**src/rtl/pwr_sleep_pkg.sv**
```systemverilog
package pwr_sleep_pkg;
  localparam int unsigned MODE_W = 6;

  localparam logic [MODE_W-1:0] PD_NONE      = 6'b000000;
  localparam logic [MODE_W-1:0] PD_LIGHT_EN  = 6'b001001;
  localparam logic [MODE_W-1:0] PD_LIGHT_ANY = 6'b010001;
  localparam logic [MODE_W-1:0] PD_MEDIUM    = 6'b011010;
  localparam logic [MODE_W-1:0] PD_DEEP      = 6'b011100;

  typedef enum logic [2:0] {
    K_NONE, K_LIGHT_EN, K_LIGHT_ANY, K_MEDIUM, K_DEEP, K_BAD
  } pd_kind_e;

  typedef enum logic [2:0] {
    S_RUN, S_LIGHT_EN, S_LIGHT_ANY, S_MEDIUM, S_DEEP, S_RELOCK
  } pd_state_e;

  typedef struct packed {
    logic cpu;
    logic pll_out;
    logic pll_ref;
    logic hold;
  } gate_t;
endpackage

```
**src/rtl/pwr_mode_decode.sv**
```systemverilog
module pwr_mode_decode
  import pwr_sleep_pkg::*;
(
  input  logic [MODE_W-1:0] code_i,
  output pd_kind_e          kind_o
);
  always_comb begin
    case (code_i)
      PD_NONE:      kind_o = K_NONE;
      PD_LIGHT_EN:  kind_o = K_LIGHT_EN;
      PD_LIGHT_ANY: kind_o = K_LIGHT_ANY;
      PD_MEDIUM:    kind_o = K_MEDIUM;
      PD_DEEP:      kind_o = K_DEEP;
      default:      kind_o = K_BAD;
    endcase
  end
endmodule

```
**src/rtl/pwr_relock_timer.sv**
```systemverilog
module pwr_relock_timer #(
  parameter int unsigned CYCLES = 16
) (
  input  logic clk_i,
  input  logic rst_ni,
  input  logic load_i,
  input  logic run_i,
  output logic expired_o
);
  localparam int unsigned CW = $clog2(CYCLES + 1);

  logic [CW-1:0] cnt_q;

  always_ff @(posedge clk_i or negedge rst_ni) begin
    if (!rst_ni)                        cnt_q <= '0;
    else if (load_i)                    cnt_q <= CW'(CYCLES);
    else if (run_i && cnt_q != '0)      cnt_q <= cnt_q - 1'b1;
  end

  assign expired_o = (cnt_q == '0);

  // a fresh load never reports expiry on the next cycle
  a_r6_load_not_expired: assert property (@(posedge clk_i) disable iff (!rst_ni)
    load_i |=> !expired_o);
  // an expired counter stays expired until reloaded
  a_r6_expired_holds: assert property (@(posedge clk_i) disable iff (!rst_ni)
    expired_o && !load_i |=> expired_o);
endmodule

```
**src/rtl/pwr_wake_fsm.sv**
```systemverilog
module pwr_wake_fsm
  import pwr_sleep_pkg::*;
#(
  parameter int unsigned IRQ_N = 8
) (
  input  logic              clk_i,
  input  logic              rst_ni,
  input  logic              wr_en_i,
  input  logic [MODE_W-1:0] wr_data_i,
  input  pd_kind_e          wr_kind_i,
  input  pd_kind_e          field_kind_i,
  input  logic [IRQ_N-1:0]  irq_i,
  input  logic [IRQ_N-1:0]  irq_en_i,
  input  logic              emu_i,
  input  logic              dbg_resume_i,
  input  logic              sys_reset_i,
  input  logic              lock_i,
  input  logic              relock_expired_i,
  output logic [MODE_W-1:0] field_o,
  output logic              bad_o,
  output logic              relock_load_o,
  output logic              relock_run_o,
  output gate_t             gate_o
);
  pd_state_e         state_q, state_d;
  logic [MODE_W-1:0] field_q, field_d;
  logic              bad_q, bad_d;
  logic [IRQ_N-1:0]  en_hit;

  for (genvar g = 0; g < IRQ_N; g++) begin : g_line
    assign en_hit[g] = irq_i[g] & irq_en_i[g];
  end

  always_comb begin
    state_d       = state_q;
    field_d       = field_q;
    bad_d         = bad_q;
    relock_load_o = 1'b0;
    case (state_q)
      S_RUN: begin
        if (sys_reset_i) begin
          field_d = PD_NONE;
        end else if (wr_en_i) begin
          if (wr_kind_i == K_BAD) begin
            field_d = PD_NONE;
            bad_d   = 1'b1;
          end else begin
            field_d = wr_data_i;
          end
        end else if (!emu_i) begin
          case (field_kind_i)
            K_LIGHT_EN:  state_d = S_LIGHT_EN;
            K_LIGHT_ANY: state_d = S_LIGHT_ANY;
            K_MEDIUM:    state_d = S_MEDIUM;
            K_DEEP:      state_d = S_DEEP;
            default:     state_d = S_RUN;
          endcase
        end
      end
      S_LIGHT_EN: if ((|en_hit) || dbg_resume_i || sys_reset_i) begin
        state_d = S_RUN;
        field_d = PD_NONE;
      end
      S_LIGHT_ANY: if ((|irq_i) || dbg_resume_i || sys_reset_i) begin
        state_d = S_RUN;
        field_d = PD_NONE;
      end
      S_MEDIUM: if (sys_reset_i) begin
        state_d = S_RUN;
        field_d = PD_NONE;
      end
      S_DEEP: if (sys_reset_i) begin
        state_d       = S_RELOCK;
        relock_load_o = 1'b1;
      end
      S_RELOCK: if (relock_expired_i && lock_i) begin
        state_d = S_RUN;
        field_d = PD_NONE;
      end
      default: begin
        state_d = S_RUN;
        field_d = PD_NONE;
      end
    endcase
  end

  always_ff @(posedge clk_i or negedge rst_ni) begin
    if (!rst_ni) begin
      state_q <= S_RUN;
      field_q <= PD_NONE;
      bad_q   <= 1'b0;
    end else begin
      state_q <= state_d;
      field_q <= field_d;
      bad_q   <= bad_d;
    end
  end

  always_comb begin
    case (state_q)
      S_LIGHT_EN, S_LIGHT_ANY: gate_o = '{cpu: 1'b0, pll_out: 1'b1, pll_ref: 1'b1, hold: 1'b0};
      S_MEDIUM, S_RELOCK:      gate_o = '{cpu: 1'b0, pll_out: 1'b0, pll_ref: 1'b1, hold: 1'b1};
      S_DEEP:                  gate_o = '{cpu: 1'b0, pll_out: 1'b0, pll_ref: 1'b0, hold: 1'b1};
      default:                 gate_o = '{cpu: 1'b1, pll_out: 1'b1, pll_ref: 1'b1, hold: 1'b0};
    endcase
  end

  assign relock_run_o = (state_q == S_RELOCK);
  assign field_o      = field_q;
  assign bad_o        = bad_q;

  a_r2_field_valid: assert property (@(posedge clk_i) disable iff (!rst_ni)
    field_kind_i != K_BAD);
  a_r4_medium_reset_only: assert property (@(posedge clk_i) disable iff (!rst_ni)
    state_q == S_MEDIUM && !sys_reset_i |=> state_q == S_MEDIUM);
  a_r5_deep_reset_only: assert property (@(posedge clk_i) disable iff (!rst_ni)
    state_q == S_DEEP && !sys_reset_i |=> state_q == S_DEEP);
  a_r6_wait_for_lock: assert property (@(posedge clk_i) disable iff (!rst_ni)
    state_q == S_RELOCK && !lock_i |=> state_q == S_RELOCK);
  a_r7_emu_masks: assert property (@(posedge clk_i) disable iff (!rst_ni)
    state_q == S_RUN && emu_i |=> state_q == S_RUN);
  a_r8_sticky: assert property (@(posedge clk_i) disable iff (!rst_ni)
    bad_q |=> bad_q);
  a_r9_wake_clears: assert property (@(posedge clk_i) disable iff (!rst_ni)
    state_q == S_RUN && $past(state_q) != S_RUN |-> field_q == PD_NONE);
  a_r10_write_ignored: assert property (@(posedge clk_i) disable iff (!rst_ni)
    state_q != S_RUN && state_q != S_RELOCK && !$past(wr_en_i && state_q == S_RUN) && wr_en_i
    |=> field_q == PD_NONE || $stable(field_q));
endmodule

```
**src/rtl/pwr_sleep_ctrl.sv**
```systemverilog
module pwr_sleep_ctrl
  import pwr_sleep_pkg::*;
#(
  parameter int unsigned IRQ_N         = 8,
  parameter int unsigned RELOCK_CYCLES = 16
) (
  input  logic              clk_i,
  input  logic              rst_ni,
  input  logic              wr_en_i,
  input  logic [MODE_W-1:0] wr_data_i,
  input  logic [IRQ_N-1:0]  irq_i,
  input  logic [IRQ_N-1:0]  irq_en_i,
  input  logic              emu_present_i,
  input  logic              dbg_resume_i,
  input  logic              sys_reset_i,
  input  logic              pll_lock_i,
  output logic              cpu_clk_en_o,
  output logic              pll_out_en_o,
  output logic              pll_ref_en_o,
  output logic              io_hold_o,
  output logic [MODE_W-1:0] mode_o,
  output logic              relock_busy_o,
  output logic              bad_mode_o
);
  pd_kind_e wr_kind, field_kind;
  logic     relock_load, relock_run, relock_expired;
  gate_t    gate;

  pwr_mode_decode u_wr_dec (.code_i(wr_data_i), .kind_o(wr_kind));
  pwr_mode_decode u_fd_dec (.code_i(mode_o),    .kind_o(field_kind));

  pwr_relock_timer #(.CYCLES(RELOCK_CYCLES)) u_timer (
    .clk_i, .rst_ni,
    .load_i(relock_load), .run_i(relock_run), .expired_o(relock_expired)
  );

  pwr_wake_fsm #(.IRQ_N(IRQ_N)) u_fsm (
    .clk_i, .rst_ni,
    .wr_en_i, .wr_data_i,
    .wr_kind_i(wr_kind), .field_kind_i(field_kind),
    .irq_i, .irq_en_i,
    .emu_i(emu_present_i), .dbg_resume_i, .sys_reset_i,
    .lock_i(pll_lock_i), .relock_expired_i(relock_expired),
    .field_o(mode_o), .bad_o(bad_mode_o),
    .relock_load_o(relock_load), .relock_run_o(relock_run),
    .gate_o(gate)
  );

  assign cpu_clk_en_o  = gate.cpu;
  assign pll_out_en_o  = gate.pll_out;
  assign pll_ref_en_o  = gate.pll_ref;
  assign io_hold_o     = gate.hold;
  assign relock_busy_o = relock_run;

  a_r5_hold_when_halted: assert property (@(posedge clk_i) disable iff (!rst_ni)
    io_hold_o |-> !pll_out_en_o && !cpu_clk_en_o);
  a_r5_ref_off_deepest: assert property (@(posedge clk_i) disable iff (!rst_ni)
    !pll_ref_en_o |-> !pll_out_en_o && io_hold_o);
  a_r6_busy_clocks_off: assert property (@(posedge clk_i) disable iff (!rst_ni)
    relock_busy_o |-> !cpu_clk_en_o && pll_ref_en_o);
endmodule

```
**config.mk**
```make
export PLATFORM = sky130hd
export DESIGN_NAME = pwr_sleep_ctrl
export DESIGN_NICKNAME = d
export VERILOG_FILES = /design/src/rtl/pwr_sleep_pkg.sv /design/src/rtl/pwr_mode_decode.sv /design/src/rtl/pwr_relock_timer.sv /design/src/rtl/pwr_wake_fsm.sv /design/src/rtl/pwr_sleep_ctrl.sv
export SDC_FILE = /design/constraint.sdc
export NUM_CORES = 1
export LEC_CHECK = 0
export ABC_AREA = 1
export CAP_MARGIN = 20
export CORE_MARGIN = 1.5
export CORE_UTILIZATION = 31
export DETAILED_ROUTE_END_ITERATION = 6
export DONT_BUFFER_PORTS = 1
export SYNTH_ARGS = -nofsm -noshare
export SYNTH_HDL_FRONTEND = slang
export SYNTH_SLANG_ARGS = --single-unit
```
**constraint.sdc**
```tcl
create_clock -name clk_i -period 4 [get_ports clk_i]
set_input_delay 0.2 -clock clk_i [delete_from_list [all_inputs] [get_ports clk_i]]
set_output_delay 0.2 -clock clk_i [all_outputs]
set_load 0.02 [all_outputs]
```
==> results of run 1 <==
[area by class of cell]
cell class / count / area share, %
multi-input cells: 132 / 52.7
flip-flops and latches: 15 / 29.3
clock buffers: 4 / 3.51
well taps: 48 / 4.68
repair buffers: 1 / 0.780
inverters: 31 / 9.07
[state kept, by name, indices dropped and copies added, names as in the netlist]
name,flops
u_fsm.bad_o,1
u_timer.cnt_q,5
u_fsm.state_q,3
u_fsm.field_o,6
[cell usage after synthesis (all sizes together)]
master  count
nand2      59
inv        31
nor2       25
dfrtp      15
nand3      15
o21ai       9
nand4       7
a21oi       5
nor3        5
ha          2
a31o        1
nand3b      1
nor3b       1
o22ai       1
or2         1
[report_power, final]
group / switching (W) / total [W] / internal (W)
Combinational: 0.0000177 / 0.0000279 / 0.0000101
Sequential: 0.00000222 / 0.000155 / 0.000153
Clock: 0.0000560 / 0.000127 / 0.0000706
[cells by family after synthesis]
logic type / after synthesis
buffers and inverters: 31
AND/OR/NAND/NOR: 114
adder cells (fa/ha/maj): 2
AO/OA/AOI/OAI: 16
flip-flops: 15
[path summary, 6_finish.rpt]
| check | start | endpoint | cells after the start | slack [ns] |
|---|---|---|---|---|
| worst max-delay path | u_fsm.state_q[1] | cpu_clk_en_o | 6 | 1.57 |
| worst min-delay path | wr_en_i | u_fsm.bad_o | 1 | 0.10 |
| worst max register to register | u_timer.cnt_q[0] | u_fsm.field_o[4] | 8 | 2.36 |
| worst min register to register | u_timer.cnt_q[4] | u_timer.cnt_q[4] | 2 | 0.50 |
| max in group asynchronous | rst_ni | u_timer.cnt_q[2] | 1 | 3.08 |
| min in group asynchronous | rst_ni | u_fsm.bad_o | 1 | 0.45 |
[metrics by stage]
| stage | total power (W) | instance area, um^2 |
|---|---|---|
| finish | 0.000309 | 1280 |
| global route | 0.000326 | 1280 |
| CTS | 0.000314 | 1280 |
| detailed placement | 0.000182 | 1230 |
| global placement | 0.000182 | 1230 |
| floorplan | 0.000178 | 1170 |
[routing by layer]
metal,routed length [um],vias to the layer above
met4,18,0
li1,-,574
met5,0,-
met1,1170,467
met3,103,2
met2,1290,14
==> impl_summary.md, run 1 <==
Clock network
Counting every sink on the clock net gives 15. The tree is rooted in a clkbuf_8. The CTS clock-pin slew for the worst setup and hold paths is 0.07 ns. Once the clock tree was built, the setup fixing pass inserted 0 buffers.

In this run the number of H-tree levels came out at 1. Post-CTS repair changed the size of 0 cells. The TritonCTS clock tree is yes. The maximum count of clock buffers along a single path is 2. Clock tree synthesis inserted a total of 3 buffers.

The clock network latency to the later pin of the worst-skew pair is 0.25 ns. The hold buffer count at cts is 1.

Routing
The number of routed nets with antenna violations is 0. The via count normalized by instance count is 4.58. The routed design has 2580 um of wire. The count of routing violations after the opening detailed-route iteration is 50.

In the routed design, unresolved DRC markers number 0. After detailed routing, the average wire length per cell comes to 11.2 um. The length of the first detailed-routing pass in iterations is 4. The total number of vias is 1,057.

Logic synthesis
In this run, synthesis produced a sequential element count of 15. After synthesis, flip-flops and latches occupy 32.2% of the total area. Dividing the synthesized area by the synthesized cell count gives 6.56 um^2. By area the synthesized netlist is led by dfrtp_1, nand2_1, inv_1, nor2_1, nand3_1. The adder-cell share of the synthesized area is 2.14%.

The number of distinct library cell variants in the gate-level netlist after synthesis is 26. The number of synthesis warnings is 0. The synthesized netlist devotes 0% of its cell area to XOR and XNOR gates. The synthesized design devotes to its leading area cell type 32.2% of total area.

By area, the combinational part of the netlist is dominated by simple AND/OR/NAND/NOR gates. The cell accounting for the most synthesized area is dfrtp_1. The cell count after synthesis is around 180.

The cell area that synthesis handed to floorplanning was 1170 um^2. The portion of synthesized area spent on multiplexers is 0%. Summing the areas of all compound-gate instances in the mapped netlist gives 9.22% of the synthesized area. The synthesized netlist devotes 46.5% of its cell area to simple gates. The number of nets in the synthesized netlist is 209.

Timing
The final worst-path setup slack is 1.57 ns. The total negative setup slack is 0 ns. After layout, the minimum clock period comes to 2.43 ns. Based on the critical path, the design can be clocked at up to 0.412 GHz. In this run the tightest slew margin relative to its limit is 50.9%.

Setup violations remaining at the end of the flow were counted as 0. The final count of pins violating max slew was 0. The final count of hold timing violations came to 0. The final worst clock skew is approximately 0.0055 ns.

Setup repair after global routing left no endpoint under its margin. For the pin with the worst max-slew slack, the measured transition is 0.735 ns. On the final layout, the worst hold slack is 0.105 ns. The worst path uses 60.6% of the clock period.

Placement
The detailed placer's ending HPWL is 2130 um. Before CTS, the worst setup slack after placement is 1.84 ns. Once placement completed, the tool counted placed cells totaling roughly 230. In this run the tool buffered the top-level ports with 0 buffer cells. The final weighted congestion of routability-driven global placement is 0.785.

Power
The worst ir drop on vdd is 0.000146 V. In this run the static leakage power is 0.725 nW. For this design the ratio of total power to cell area is 241 nW/um^2.

Cells and area
The filler-free cell count of the finished design is 231. The layout overhead on the synthesized area is 9.86%. Registers take 375 um^2.

The core utilization of the finished layout is 35.3%. The most frequent standard cell in the layout excluding fill and tap cells is nand2_1. The number of nets in the final layout is 215. In the layout the commonest cells are nand2_1, inv_1, nor2_1, dfrtp_1, nand3_1.

The final antenna diode count is 0. The count of filler cells inserted in the layout is 394. The multi-input combinational cells in the finished layout cover a total of 676 um^2. In the final layout, the share of cells above drive strength 1 is 14.8%.

Setup path
Walking the worst path, the cells encountered are nor2_2 -> nand2_2 -> nand2_2 -> nor2_1 -> inv_1 -> nor3_1. Among all stages on the critical path, the largest delay is contributed by nor3_1. Data on the critical path is required at its endpoint by around 3.8 ns. The maximum cell stage delay along the critical path is ~0.53 ns. The critical path is of the flop to output port type. The kind of end point of the critical path is an output port. Grouping stages by cell kind, the critical path spends the most delay in simple AND/OR/NAND/NOR gates. In this run the worst path has a maximum fanout of 6. Counting both buffers and inverters, the worst setup path holds a total of 1.

The data arrival time of the worst path is 2.23 ns. The worst setup path is launched from a flop. The cell with the most instances on the worst path is nand2_2.

Floorplan
The floorplan has 22 rows. The top-level I/O count is 41. The area of the core is 3630 um^2. The height of the die is 64.4 um. From left edge to right edge, the die measures 64.4 um. The initial core utilization is 32.1%. The area of the die is just over 4000 um^2.

Global routing
The met2 routing resource usage after global routing is 25.4%. In this run the most used layer during global routing was met2. In the global route stage, met1 resource usage came out at 16.5%. The first global-routing pass estimated approximately 4600 um of wire. The maximum number of pins on one net before global-route repair is 16. For this run, the total global-route usage over all layers was measured as 14.0%.

Global routing finished with a remaining overflow of 0. The via count of the first global-routing pass is 1,079. The number of antenna violations at the first check in global routing is 0.

Global routing consumed, on the met3 layer, 4.23% of the routing resources.

Outcome
The run finished with clean final reports.

Flow run
The count of max-cap constraint violations is 0.

Hold path
The worst hold-check path type is primary input to flop.
No activity file was read; power rests on OpenSTA's default activity.
==> run 2: changes to the inputs <==
clock period = 2.2 ns   (was 4 ns; I/O delays follow)
==> impl_summary.md, run 2 (same netlist as run 1, synthesis figures left out) <==
Timing
The final count of hold timing violations is 0 (unchanged). Setup repair after global routing left no endpoint under its margin. The final worst clock skew is 0.000892 ns (-0.00457 ns). The headroom to the max-slew limit was 52.8% (+1.9 points). Timing would allow up to 0.549 GHz. The final worst-path setup slack came to 0.380 ns (-1.19 ns). The worst path uses 82.7% of the clock period. The smallest clock period supported by the final layout is computed as 1.82 ns. The worst-margin pin slew is 0.706 ns (-0.0288 ns). The total negative setup slack was 0 ns (unchanged).

The final-report setup violation count is 0 (unchanged). The final count of pins violating max slew is 0 (unchanged).

Cells and area
Compared with the post-synthesis result, the final layout area differs by 11.8%. The footprint of the multi-input gates came to 676 um^2 (unchanged). The most frequent standard cell in the layout excluding fill and tap cells is nand2_1. The core utilization of the finished layout came to 35.9% (+0.62 points).

The proportion of layout cells with a drive suffix above 1 is 16.1% (+1.4 points). The count of filler cells inserted in the layout is 415 (+5.3%). The filler-free cell count of the finished design came to 234 (+1.3%). The final antenna diode count was 0 (unchanged). The combined flip-flop and latch cell area is 375 um^2 (unchanged). In the layout the commonest cells are nand2_1, inv_1, nor2_1, dfrtp_1, nand3_1. The number of flip-flops in the largest register was 6 (unchanged). The number of nets in the final layout is 218 (+1.4%).

Power
The cell-internal power is 0.000424 W (+82%). The total power density per cell area was 426 nW/um^2 (+77%). The portion of total power attributed to combinational logic came to 9.2% (+0.2 points). The fraction of power consumed by sequential logic is 50.6% (+0.5 points). The net switching power is 0.000132 W (+74%).

The fraction of power spent switching nets is 23.7% (-0.85 points). The static power due to leakage is 0.739 nW (+1.9%). The worst ir drop on vdd is 0.000196 V (+34%). The clock share of power is 40.1% (-0.8 points).

Floorplan
The area of the core is 3630 um^2 (unchanged). The area of the die is 4140 um^2 (unchanged). The initial core utilization is 32.1% (unchanged). The height of the die was 64.4 um (unchanged). The top-level I/O count is 41 (unchanged). The count of standard-cell rows is 22 (unchanged). The floorplan die width was 64.4 um (unchanged).

Routing
The routed length per placed instance is 11.1 um (-0.75%). The number of design rule violations left after detail routing is 0 (unchanged). The number of routed nets with antenna violations is 0 (unchanged). The length of the first detailed-routing pass in iterations is 4 (unchanged). The total number of vias was 1,061 (+0.38%). The count of routing violations after the opening detailed-route iteration came to 35 (-30%). The via count normalized by instance count was 4.53 (-0.91%). The final wirelength is 2600 um (+0.54%).

Placement
The setup slack after placement is 0.588 ns (-1.26 ns). The number of placed cells counting well taps is 229 (+1.3%). The final weighted congestion of routability-driven global placement came to 0.697 (-11%). The number of buffers added on ports is 0 (unchanged). The detailed placer's ending HPWL came to 2130 um (about the same).

Global routing
The overall fraction of global-route tracks in use is 14.1% (+0.047 points). The via count of the first global-routing pass is 1,077 (-0.19%). The maximum number of pins on one net before global-route repair is 16 (unchanged). The wire length of the first global-routing pass was 4620 um (+0.30%). The total global routing overflow is 0 (unchanged). The number of antenna violations at the first check in global routing came to 0 (unchanged).

Outcome
The run finished with clean final reports.

Clock network
The CTS clock-pin slew for the worst setup and hold paths is 0.06 ns (about the same). The number of buffers inserted during clock tree synthesis was 3 (unchanged). CTS placed an instance of clkbuf_8 at the clock tree root. The number of clock sinks came to 15 (unchanged).

The number of setup buffers added after CTS is 0 (unchanged). The clock network latency to the later pin of the worst-skew pair is 0.25 ns (about the same). The maximum count of clock buffers along a single path is 2 (unchanged). The total number of H-tree levels came to 1 (unchanged). The hold buffer count at cts is 1 (unchanged). The number of resized instances in the post-cts repair step came to 0 (unchanged).

TritonCTS built the clock tree.

Flow run
The count of max-cap constraint violations is 0 (unchanged).

Hold path
The worst hold-check path type is primary input to flop.

Setup path
STA classifies the critical path startpoint as a flop. The kind of critical path is flop to output port. The required time at the endpoint of the critical path was 2.09 ns (-1.71 ns). The kind of end point of the critical path is an output port. The data arrival time of the worst path is 1.71 ns (-0.52 ns). The maximum fanout count along the critical path is 6 (unchanged). The minimum setup slack among reg-to-reg paths is 0.59 ns (-1.77 ns).
==> run 2: changes by cell type in the layout (fill, tap and decap cells not counted) <==
cell and change:
buf_4 +3
==> run 2: layer usage <==
metal	global-route usage, %	share of wire (%)
met5	0	0
met1	16.7	45
met4	3.19	0.27
met2	25.3	51
met3	3.70	3.8
==> run 2: critical path, stage by stage, from the launching register on <==
cell	delay [ns]
dfrtp_1	0.48
nor2_2	0.10
nand2_2	0.19
nand2_2	0.08
nor2_1	0.11
buf_4	0.15
inv_1	0.05
nor3_1	0.13
buf_4	0.17
==> run 2: power groups by stage <==
stage | clock network, W | logic, W | registers (W)
finish | 0.000223 | 0.0000512 | 0.000282
global route | 0.000248 | 0.0000598 | 0.000282
CTS | 0.000234 | 0.0000518 | 0.000282
detailed placement | 0 | 0.0000445 | 0.000287
global placement | 0 | 0.0000446 | 0.000287
floorplan | 0 | 0.0000376 | 0.000286
==> run 2: final timing paths <==
path                                  startpoint          endpoint  cells past startpoint
worst min-delay path                     wr_en_i       u_fsm.bad_o                      1
worst max-delay path            u_fsm.state_q[1]      cpu_clk_en_o                      8
worst max register to register  u_timer.cnt_q[0]  u_fsm.field_o[4]                      8
min in group asynchronous                 rst_ni  u_timer.cnt_q[4]                      1
worst min register to register  u_timer.cnt_q[4]  u_timer.cnt_q[4]                      2
max in group asynchronous                 rst_ni  u_timer.cnt_q[2]                      1
==> run 2: metrics by stage <==
| step | instance area [um^2] | power [W] | hold slack [ns] |
|---|---|---|---|
| 3_3_place_gp | 1250 | 0.000331 | -0.185 |
| 5_1_grt | 1310 | 0.000590 | 0.0146 |
| 3_5_place_dp | 1250 | 0.000331 | -0.185 |
| 2_1_floorplan | 1170 | 0.000324 | -0.186 |
| 6_report | 1310 | 0.000556 | 0.0237 |
| 4_1_cts | 1310 | 0.000567 | 0.0175 |
==> run 2: layout make-up <==
type	count	share of cell area, %
Multi-Input combinational cell	132	51.8
Timing Repair Buffer	4	2.49
Clock buffer	4	3.45
Inverter	31	8.92
Tap cell	48	4.60
Sequential cell	15	28.8
